**config.mk**
```make
export PLATFORM = sky130hd
export DESIGN_NAME = spi_cmd_ctrl
export DESIGN_NICKNAME = d
export VERILOG_FILES = /design/src/rtl/spi_cmd_pkg.sv /design/src/rtl/spi_byte_fifo.sv /design/src/rtl/spi_shift_engine.sv /design/src/rtl/spi_cmd_ctrl.sv
export SDC_FILE = /design/constraint.sdc
export NUM_CORES = 1
export LEC_CHECK = 0
export BUFFER_PORTS_ARGS = -buffer_cell sky130_fd_sc_hd__buf_2
export CAP_MARGIN = 20
export CORE_UTILIZATION = 51
export CTS_BUF_LIST = sky130_fd_sc_hd__clkbuf_8
export DETAILED_ROUTE_END_ITERATION = 16
export PLACE_DENSITY = 0.69
export SYNTH_ARGS = -nofsm -noshare
export SYNTH_HDL_FRONTEND = slang
export SYNTH_HIERARCHICAL = 1
export SYNTH_SLANG_ARGS = --single-unit
export TNS_END_PERCENT = 10
```
**constraint.sdc**
```tcl
create_clock -name clk -period 4.05 [get_ports clk]
set_input_delay 0 -clock clk [delete_from_list [all_inputs] [get_ports clk]]
set_output_delay 0 -clock clk [all_outputs]
set_load 0.02 [all_outputs]
```
**src/rtl/spi_cmd_pkg.sv**
```systemverilog
package spi_cmd_pkg;
  localparam logic [4:0] A_OPCODE = 5'h00;
  localparam logic [4:0] A_CTRL2  = 5'h02;
  localparam logic [4:0] A_CTRL3  = 5'h03;
  localparam logic [4:0] A_DATA   = 5'h0C;
  localparam logic [4:0] A_PTR    = 5'h0D;
  localparam logic [4:0] A_INDEX  = 5'h1E;
  localparam logic [4:0] A_EXT    = 5'h1F;

  localparam logic [7:0] X_DIV = 8'd2;
  localparam logic [7:0] X_TX  = 8'd5;
  localparam logic [7:0] X_RX  = 8'd6;

  localparam int B_START = 0;
  localparam int B_CLR   = 4;
  localparam int B_BUSY  = 7;

  typedef enum logic [2:0] {
    E_IDLE, E_SHIFT, E_NEXT, E_FETCH, E_LATCH, E_DONE
  } eng_state_e;
endpackage

```
**src/rtl/spi_byte_fifo.sv**
```systemverilog
module spi_byte_fifo #(
  parameter int DEPTH = 8,
  localparam int PW = $clog2(DEPTH)
) (
  input  logic          clk,
  input  logic          we,
  input  logic [PW-1:0] waddr,
  input  logic [7:0]    wdata,
  input  logic          re,
  input  logic [PW-1:0] raddr,
  output logic [7:0]    rdata
);
  logic [7:0] mem [DEPTH];

  always_ff @(posedge clk) begin
    if (we) mem[waddr] <= wdata;
  end

  always_ff @(posedge clk) begin
    if (re) rdata <= mem[raddr];
  end
endmodule

```
**src/rtl/spi_shift_engine.sv**
```systemverilog
module spi_shift_engine import spi_cmd_pkg::*; #(
  parameter int DEPTH = 8,
  parameter int DIV_W = 8,
  localparam int PW = $clog2(DEPTH),
  localparam int CW = $clog2(DEPTH + 1)
) (
  input  logic             clk,
  input  logic             rst,
  input  logic             start,
  input  logic [7:0]       opcode,
  input  logic [CW-1:0]    tx_n,
  input  logic [CW-1:0]    rx_n,
  input  logic [DIV_W-1:0] div,
  output logic             busy,
  output logic             done,
  output logic             fifo_re,
  output logic [PW-1:0]    fifo_raddr,
  input  logic [7:0]       fifo_rdata,
  output logic             fifo_we,
  output logic [PW-1:0]    fifo_waddr,
  output logic [7:0]       fifo_wdata,
  output logic             cs_n,
  output logic             sclk,
  output logic             mosi,
  input  logic             miso
);
  eng_state_e       st_q;
  logic [CW-1:0]    k_q, tx_q, last_q;
  logic [2:0]       bit_q;
  logic [DIV_W-1:0] hc_q;
  logic [7:0]       sh_q, rx_q;
  logic             sclk_q, cs_q;

  always_ff @(posedge clk) begin
    if (rst) begin
      st_q <= E_IDLE; k_q <= '0; tx_q <= '0; last_q <= '0;
      bit_q <= '0; hc_q <= '0; sh_q <= '0; rx_q <= '0;
      sclk_q <= 1'b0; cs_q <= 1'b1;
    end else begin
      unique case (st_q)
        E_IDLE: if (start) begin
          cs_q <= 1'b0; sh_q <= opcode; k_q <= '0;
          tx_q <= tx_n; last_q <= tx_n + rx_n;
          bit_q <= '0; hc_q <= '0; sclk_q <= 1'b0; st_q <= E_SHIFT;
        end
        E_SHIFT: begin
          if (hc_q == div) begin
            hc_q <= '0;
            if (!sclk_q) begin
              sclk_q <= 1'b1;
              rx_q   <= {rx_q[6:0], miso};
            end else begin
              sclk_q <= 1'b0;
              if (bit_q == 3'd7) st_q <= E_NEXT;
              else begin
                bit_q <= bit_q + 3'd1;
                sh_q  <= {sh_q[6:0], 1'b0};
              end
            end
          end else begin
            hc_q <= hc_q + 1'b1;
          end
        end
        E_NEXT: begin
          if (k_q == last_q) st_q <= E_DONE;
          else begin
            k_q <= k_q + 1'b1; bit_q <= '0; hc_q <= '0;
            if (k_q < tx_q) st_q <= E_FETCH;
            else begin sh_q <= '0; st_q <= E_SHIFT; end
          end
        end
        E_FETCH: st_q <= E_LATCH;
        E_LATCH: begin sh_q <= fifo_rdata; st_q <= E_SHIFT; end
        E_DONE:  begin cs_q <= 1'b1; st_q <= E_IDLE; end
        default: st_q <= E_IDLE;
      endcase
    end
  end

  // A byte index above the payload length is a response byte
  assign fifo_we    = (st_q == E_NEXT) && (k_q > tx_q);
  assign fifo_waddr = PW'(k_q - 1'b1);
  assign fifo_wdata = rx_q;
  assign fifo_re    = (st_q == E_FETCH);
  assign fifo_raddr = PW'(k_q - 1'b1);

  assign busy = (st_q != E_IDLE);
  assign done = (st_q == E_DONE);
  assign cs_n = cs_q;
  assign sclk = sclk_q;
  assign mosi = sh_q[7];
endmodule

```
**src/rtl/spi_cmd_ctrl.sv**
```systemverilog
module spi_cmd_ctrl import spi_cmd_pkg::*; #(
  parameter int DEPTH = 8,
  parameter int DIV_W = 8
) (
  input  logic       clk,
  input  logic       rst,
  input  logic [4:0] reg_addr,
  input  logic       reg_wr,
  input  logic       reg_rd,
  input  logic [7:0] reg_wdata,
  output logic [7:0] reg_rdata,
  output logic       spi_cs_n,
  output logic       spi_sclk,
  output logic       spi_mosi,
  input  logic       spi_miso
);
  localparam int PW = $clog2(DEPTH);
  localparam int CW = $clog2(DEPTH + 1);
  localparam logic [7:0] DEPTH8 = 8'(DEPTH);

  logic [7:0]       opcode_q, index_q, txc_q, rxc_q;
  logic [DIV_W-1:0] div_q;
  logic             start_q, exec_q, rdsel_q;
  logic [PW-1:0]    ptr_q;
  logic [7:0]       rreg_q, rmux;
  logic             eng_busy, eng_done;
  logic             eng_re, eng_we;
  logic [PW-1:0]    eng_raddr, eng_waddr;
  logic [7:0]       eng_wdata, fifo_dout;
  logic [7:0]       tx_eff, rx_room, rx_eff;

  logic hold, host_we, host_re;
  assign hold    = exec_q | eng_busy;
  assign host_we = reg_wr && (reg_addr == A_DATA) && !hold;
  assign host_re = reg_rd && (reg_addr == A_DATA) && !hold;

  // Length limits so that payload plus response fit the buffer
  assign tx_eff  = (txc_q > DEPTH8) ? DEPTH8 : txc_q;
  assign rx_room = DEPTH8 - tx_eff;
  assign rx_eff  = (rxc_q > rx_room) ? rx_room : rxc_q;

  always_ff @(posedge clk) begin
    if (rst) begin
      opcode_q <= '0; index_q <= '0; txc_q <= '0; rxc_q <= '0;
      div_q <= '0; start_q <= 1'b0; exec_q <= 1'b0; ptr_q <= '0;
    end else begin
      start_q <= 1'b0;
      if (eng_done) exec_q <= 1'b0;
      if (host_we || host_re) ptr_q <= ptr_q + 1'b1;
      if (reg_wr) begin
        unique case (reg_addr)
          A_OPCODE: opcode_q <= reg_wdata;
          A_INDEX:  index_q  <= reg_wdata;
          A_CTRL2: if (!hold) begin
            if (reg_wdata[B_CLR]) ptr_q <= '0;
            if (reg_wdata[B_START]) begin exec_q <= 1'b1; start_q <= 1'b1; end
          end
          A_EXT: begin
            if (index_q == X_TX)  txc_q <= reg_wdata;
            if (index_q == X_RX)  rxc_q <= reg_wdata;
            if (index_q == X_DIV) div_q <= DIV_W'(reg_wdata);
          end
          default: ;
        endcase
      end
    end
  end

  always_comb begin
    rmux = '0;
    unique case (reg_addr)
      A_OPCODE: rmux = opcode_q;
      A_CTRL2:  rmux[B_START] = exec_q;
      A_CTRL3:  rmux[B_BUSY] = eng_busy;
      A_PTR:    rmux = 8'(ptr_q);
      A_INDEX:  rmux = index_q;
      A_EXT: begin
        if (index_q == X_TX)  rmux = txc_q;
        if (index_q == X_RX)  rmux = rxc_q;
        if (index_q == X_DIV) rmux = 8'(div_q);
      end
      default: rmux = '0;
    endcase
  end

  always_ff @(posedge clk) begin
    if (rst) begin
      rreg_q <= '0; rdsel_q <= 1'b0;
    end else begin
      rdsel_q <= host_re;
      if (reg_rd) rreg_q <= rmux;
    end
  end
  assign reg_rdata = rdsel_q ? fifo_dout : rreg_q;

  spi_byte_fifo #(.DEPTH(DEPTH)) fifo_i (
    .clk   (clk),
    .we    (host_we | eng_we),
    .waddr (eng_we ? eng_waddr : ptr_q),
    .wdata (eng_we ? eng_wdata : reg_wdata),
    .re    (host_re | eng_re),
    .raddr (eng_re ? eng_raddr : ptr_q),
    .rdata (fifo_dout)
  );

  spi_shift_engine #(.DEPTH(DEPTH), .DIV_W(DIV_W)) eng_i (
    .clk        (clk),
    .rst        (rst),
    .start      (start_q),
    .opcode     (opcode_q),
    .tx_n       (CW'(tx_eff)),
    .rx_n       (CW'(rx_eff)),
    .div        (div_q),
    .busy       (eng_busy),
    .done       (eng_done),
    .fifo_re    (eng_re),
    .fifo_raddr (eng_raddr),
    .fifo_rdata (fifo_dout),
    .fifo_we    (eng_we),
    .fifo_waddr (eng_waddr),
    .fifo_wdata (eng_wdata),
    .cs_n       (spi_cs_n),
    .sclk       (spi_sclk),
    .mosi       (spi_mosi),
    .miso       (spi_miso)
  );
endmodule

```
Word-level counts from Yosys, hierarchy flattened
Memory sizes are Yosys's and may differ from the RTL's. A register that Yosys moved wholly into a read port is not among the register bits.
Index checks and enable logic that the tools add are counted.
W data, S select, Z words.
{"block": "classes", "add_sub_neg": 7, "multipliers": 0, "n_div": 0, "n_lt_le_gt_ge": 4, "eq_ne": 24, "shift": 0, "mux": 57, "bitwise": 6, "reduce_logical": 30}
{"operator": "$mux W8", "n": 15}
{"operator": "$mux W3", "n": 17}
{"operator": "$pmux W8 S4", "n": 1}
{"operator": "$pmux W6 S4", "n": 1}
{"operator": "$pmux W8 S3", "n": 1}
{"operator": "$reduce_and A3 Y1", "n": 7}
{"operator": "$eq A8 B3 Y1 const B", "n": 2}
{"operator": "$pmux W3 S5", "n": 1}
{"operator": "$mux W4", "n": 3}
{"operator": "$mux W1", "n": 11}
{"operator": "$eq A5 B2 Y1 const B", "n": 2}
{"operator": "$eq A5 B4 Y1 const B", "n": 2}
{"operator": "$eq A5 B5 Y1 const B", "n": 2}
{"operator": "$eq A3 B3 Y1 const B", "n": 3}
{"operator": "$pmux W3 S3", "n": 1}
{"operator": "$add A8 B1 Y8 const B", "n": 1}
{"operator": "$eq A8 B2 Y1 const B", "n": 1}
{"operator": "$eq A8 B8 Y1", "n": 1}
{"operator": "$gt A8 B4 Y1 const B", "n": 1}
{"operator": "$gt A8 B8 Y1", "n": 1}
{"operator": "$ne A2 B2 Y1 const B", "n": 4}
{"operator": "$pmux W4 S2", "n": 1}
{"operator": "$reduce_and A2 Y1", "n": 4}
{"operator": "$sub A4 B8 Y8 const A", "n": 1}
{"operator": "28 further kinds", "n": 44}
{"block": "totals", "regBits": 98, "latch_bits": 0, "ram_bits": 64, "romBits": 0, "out_inout_bits": 11, "word_cells": 149, "memories": 1}
{"name": "fifo_i.mem", "depth": 8, "word_bits": 8, "rd": 1, "rd_ports_with_merged_regs": 1, "wr": 1, "line_no": "spi_byte_fifo.sv:13", "text": "logic [7:0] mem [DEPTH];"}

Logic depth before layout (Yosys ltp)
{"block": "logic_depth", "depth_word": 10, "mapped_depth": 17, "ltp_nobuf": 17}

Cells and area by module
Netlist, hierarchy kept.
{"module": "spi_cmd_ctrl", "instances": 1, "cells_each": 335, "area_per_inst_um2": 2979.1, "seq_area_each_um2": 1081.0}
{"module": "spi_byte_fifo", "instances": 1, "cells_each": 114, "area_per_inst_um2": 2771.4, "seq_area_each_um2": 2162.1}
{"module": "spi_shift_engine", "instances": 1, "cells_each": 310, "area_per_inst_um2": 2616.3, "seq_area_each_um2": 880.8}

Worst setup path after synthesis
OpenSTA, ideal clock, no wires.
{"block": "synth_timing", "kind": "flip-flop to flip-flop", "start": "register txc_q[7]", "end": "register eng_i.last_q[3]", "setup_time_ns": 0.086, "t_arrival_ns": 3.588, "required_time_ns": 3.964, "setup_slack_ns": 0.376, "stages_incl_launch_ff": 15, "synth_period_minus_slack_ns": 3.674, "cell_sequence": "dfxtp_1 > or4_4 > nor2_4 > nand2_1 > ha_1 > or2_2 > ha_1 > nand4_1 > o22ai_1 > mux2_2 > ha_1 > a21o_1 > a21oi_1 > xnor2_1 > a211oi_1"}
{"block": "synth_via", "elab_chain_len": 6}
{"element": "start, declared", "line_no": "spi_cmd_ctrl.sv:21", "text": "logic [7:0] opcode_q, index_q, txc_q, rxc_q;"}
{"element": "start signal, assigned", "line_no": "spi_cmd_ctrl.sv:59", "text": "if (index_q == X_TX) txc_q <= reg_wdata;"}
{"element": "$gt A8 B4 Y1", "line_no": "spi_cmd_ctrl.sv:38", "text": "assign tx_eff = (txc_q > DEPTH8) ? DEPTH8 : txc_q;"}
{"element": "$mux W8 *", "line_no": "spi_cmd_ctrl.sv:38"}
{"element": "$sub A4 B8 Y8 *", "line_no": "spi_cmd_ctrl.sv:39", "text": "assign rx_room = DEPTH8 - tx_eff;"}
{"element": "$gt A8 B8 Y1", "line_no": "spi_cmd_ctrl.sv:40", "text": "assign rx_eff = (rxc_q > rx_room) ? rx_room : rxc_q;"}
{"element": "$mux W4 *", "line_no": "spi_cmd_ctrl.sv:40"}
{"element": "via rx_eff[1]", "line_no": "spi_cmd_ctrl.sv:30", "text": "logic [7:0] tx_eff, rx_room, rx_eff;"}
{"element": "$add A4 B4 Y4 *", "line_no": "spi_shift_engine.sv:43", "text": "tx_q <= tx_n; last_q <= tx_n + rx_n;"}
{"element": "end signal, assigned", "line_no": "spi_shift_engine.sv:43"}
{"element": "end, declared", "line_no": "spi_shift_engine.sv:28", "text": "logic [CW-1:0] k_q, tx_q, last_q;"}
The timed path passes the listed nets; every way through them passes the cells marked *.
A chain may end at the register's enable or synchronous reset.

Final worst setup path
{"block": "layout_timing", "start": "register txc_q[7]", "end": "register eng_i.last_q[2]"}
The elaborated chain is that of the path after synthesis.

==> results.sh <==
export IMPL_port_buffers=28
export IMPL_layout_setup_ws_ps=198
export IMPL_criticalPathCategory="flip-flop to flip-flop"
export IMPL_synth_compound_area_frac=0.111
export IMPL_mostFrequentLayoutCells="98 x dfxtp_1, 86 x nor2_1, 72 x edfxtp_1"
export IMPL_multiInputGateArea_um2=3940
export IMPL_seq_area_frac_synth=0.493
export IMPL_max_slew_margin_rel=0.427
export IMPL_cts_buffers=17
export IMPL_vias=6030
export IMPL_synthArstFlopShare=0
export IMPL_synth_ff_type="dfxtp_1"
export IMPL_dieArea_um2=16900
export IMPL_crit_path_start="txc_q[7]$_SDFFE_PP0P_"
export IMPL_power_frac_clock=0.390
export IMPL_die_y_um=130
export IMPL_synthTopCellsByArea="edfxtp_1 26%, dfxtp_1 23%, mux2_2 5.2%"
export IMPL_clock_sinks=170
export IMPL_p_per_area_nw_per_um2=337
export IMPL_worst_hold_startpoint="reg_addr[3]"
export IMPL_mostFrequentLayoutCell="dfxtp_1"
export IMPL_cts_tree="built"
export IMPL_antenna_found_initial=3
export IMPL_grt_pass1_vias=5969
export IMPL_routed_via_density=5.87
export IMPL_routedWlPerCell_um=19.4
export IMPL_htree_levels=4
export IMPL_nets=838
export IMPL_fmax_mhz=260
export IMPL_path_cells="or4_4, nor2_4, nand2_1, ha_1, or2_2, ha_1, nand4_1, a21oi_2, o22ai_2, buf_4, mux2i_1, ha_1, inv_1, fa_1, xnor2_1, nand2_1, a21oi_1"
export IMPL_synth_top_family_by_area="simple AND/OR/NAND/NOR gates"
export IMPL_core_area_um2=15900
export IMPL_synth_simple_gate_area_frac=0.153
export IMPL_synthAdderAreaFrac=0.0353
export IMPL_cpMaxStageDelayCell="or4_4"
export IMPL_rows=46
export IMPL_avgSynthCellArea_um2=11.0
export IMPL_crit_path_frequent_cell="ha_1"
export IMPL_ios=29
export IMPL_slew_viol_final=0
export IMPL_root_buffer="clkbuf_8"
export IMPL_swShare=0.251
export IMPL_first_pass_iters=7
export IMPL_hold_violations=0
export IMPL_required_ps=4450
export IMPL_path_max_fanout=6
export IMPL_synth_edff_count=72
export IMPL_timing_final_crit_share=0.951
export IMPL_synth_warnings=6
export IMPL_drt_wl_total_mm=19.9
export IMPL_grtUsageTotal=0.254
export IMPL_synthCells=759
export IMPL_drive_gt1_frac=0.171
export IMPL_drc=0
export IMPL_synth_top_area_share=0.258
export IMPL_syn_area_um2=8370
export IMPL_dp_slack_ps=188
export IMPL_ant_nets=0
export IMPL_muxShareOfSynthArea=0.147
export IMPL_rsz0062_at_grt="yes"
export IMPL_clk_pin_slew_ps=100
export IMPL_gp_congestion=0.913
export IMPL_tightest_slew_ps=853
export IMPL_skew_ps=18.2
export IMPL_setup_violations=0
export IMPL_combPwrFrac=0.039
export IMPL_grt_max_degree=64
export IMPL_finalCriticalPeriod_ps=3850
export IMPL_crit_path_max_incr_delay_ps=540
export IMPL_regArea_um2=4120
export IMPL_intPower_mw=2.35
export IMPL_max_vdd_ir_drop_v=0.000252
export IMPL_status="completed"
export IMPL_initial_core_util=0.525
export IMPL_hp_class="input pin to flip-flop"
export IMPL_fp_dieW_um=130
export IMPL_fill_cells=1335
export IMPL_arrival_ps=4250
export IMPL_synth_seq_cells=170
export IMPL_synth_top_area_cell="edfxtp_1"
export IMPL_critPathCaptureType="flip-flop"
export IMPL_p_switching_mw=0.789
export IMPL_synth_xor_area_share=0.0220
export IMPL_area_growth_pct=11.1
export IMPL_r2r_start="txc_q[7]$_SDFFE_PP0P_"
export IMPL_timing_max_cap_violations=0
export IMPL_power_frac_seq=0.571
export IMPL_overflow=0
export IMPL_clk_latency_ps=470
export IMPL_grt_pass1_wl_mm=31.7
export IMPL_dpl_hpwl_mm=13.9
export IMPL_synth_distinct_cells=74
export IMPL_start_kind="flip-flop"
export IMPL_power_leakage_nw=3.39
export IMPL_finalSetupTns_ps=0
export IMPL_clockBufferDepth=2
export IMPL_drt_initial_drc_count=484
[metal layers]
layer / part of all wire / track usage / up-vias / routed length, µm
met2: 0.48 / 0.418 / 156 / 9610
li1: - / - / 2867 / -
met4: 0.031 / 0.110 / 2 / 615
met3: 0.052 / 0.0570 / 52 / 1050
met1: 0.43 / 0.321 / 2953 / 8650
met5: 0.00065 / 0 / - / 13
[synthesized netlist by cell type (16+ instances only)]
cell type	count
clkbuf_1	24
nand2_1	60
dfxtp_1	98
edfxtp_1	72
ha_1	22
xor2_1	16
inv_1	22
a21oi_1	44
nand2b_1	17
mux2i_1	37
mux2_2	39
nand3_1	21
nor2_1	86
[power groups by stage]
stage,sequential [mW],combinational [mW],clock [mW]
after CTS,1.79,0.120,1.24
after detailed placement,1.83,0.109,0
after floorplan,1.83,0.0668,0
after global placement,1.83,0.106,0
after global routing,1.79,0.131,1.31
final,1.79,0.122,1.22
[cell families (layout without fill, tap and decap cells)]
| logic type | count (synthesis) | after routing |
|---|---|---|
| AOI/OAI and AO/OA | 128 | 128 |
| xor gates and xnor gates | 21 | 21 |
| adders and majority gates | 23 | 23 |
| buffers and inverters | 69 | 118 |
| DFF | 170 | 170 |
| muxes | 92 | 92 |
| other | 1 | 4 |
| and+or+nand+nor | 255 | 255 |
[sequential cells by signal, summed over array words and instances, names as in the netlist, 3 cells and up]
signal,cells
ptr_q,3
eng_i/last_q,4
txc_q,8
fifo_i/rdata,8
eng_i/fifo_wdata,8
eng_i/st_q,3
eng_i/sh_q,8
rreg_q,8
eng_i/hc_q,8
div_q,8
eng_i/k_q,4
rxc_q,8
eng_i/bit_q,3
index_q,8
eng_i/tx_q,4
opcode_q,8
fifo_i/mem,64
[worst max-delay path: cells and delay by family (launching register included)]
| family | cells | cell delay (ps) |
|---|---|---|
| adders and majority gates | 4 | 1120 |
| AOI/OAI and AO/OA | 3 | 410 |
| DFF | 1 | 340 |
| muxes | 1 | 150 |
| buffers and inverters | 2 | 230 |
| and+or+nand+nor | 6 | 1370 |
| xor gates and xnor gates | 1 | 170 |
[metrics by stage]
stage,cells,total power [mW],hold slack (ps),utilization,instance area (µm²)
2_1_floorplan,760,1.90,144,-,8370
3_5_place_dp,970,1.94,251,0.541,8630
5_1_grt,1026,3.24,105,0.583,9290
3_3_place_gp,970,1.94,235,0.541,8630
4_1_cts,1024,3.15,40.4,0.581,9260
6_report,1027,3.14,71.8,0.583,9290
[timing repair]
action                                 CTS  global route
hold buffers                            23             0
buffers inserted                         0             0
endpoints found under the hold margin   52             0
setup endpoints to repair                0             2
resized for setup                        0             3
[layout make-up]
| cell class | count | area share |
|---|---|---|
| sequential | 170 | 0.444 |
| multi-input combinational | 521 | 0.423 |
| timing repair buffer | 64 | 0.0508 |
| tap | 216 | 0.0291 |
| clock buffer | 17 | 0.0252 |
| clock inverter | 14 | 0.0180 |
| inverter | 23 | 0.00929 |
| antenna | 2 | 0.000539 |
[worst paths after layout]
check                                 endpoint  slack, ps  depth (start not counted)
hold reg to reg     eng_i/tx_q[2]$_SDFFE_PP0P_        470                          2
hold / removal          rreg_q[0]$_SDFFE_PP0P_         70                          5
setup reg to reg  eng_i/last_q[2]$_SDFFE_PP0P_        200                         17
setup / recovery  eng_i/last_q[2]$_SDFFE_PP0P_        200                         17
(Power assumes the default switching activity.)
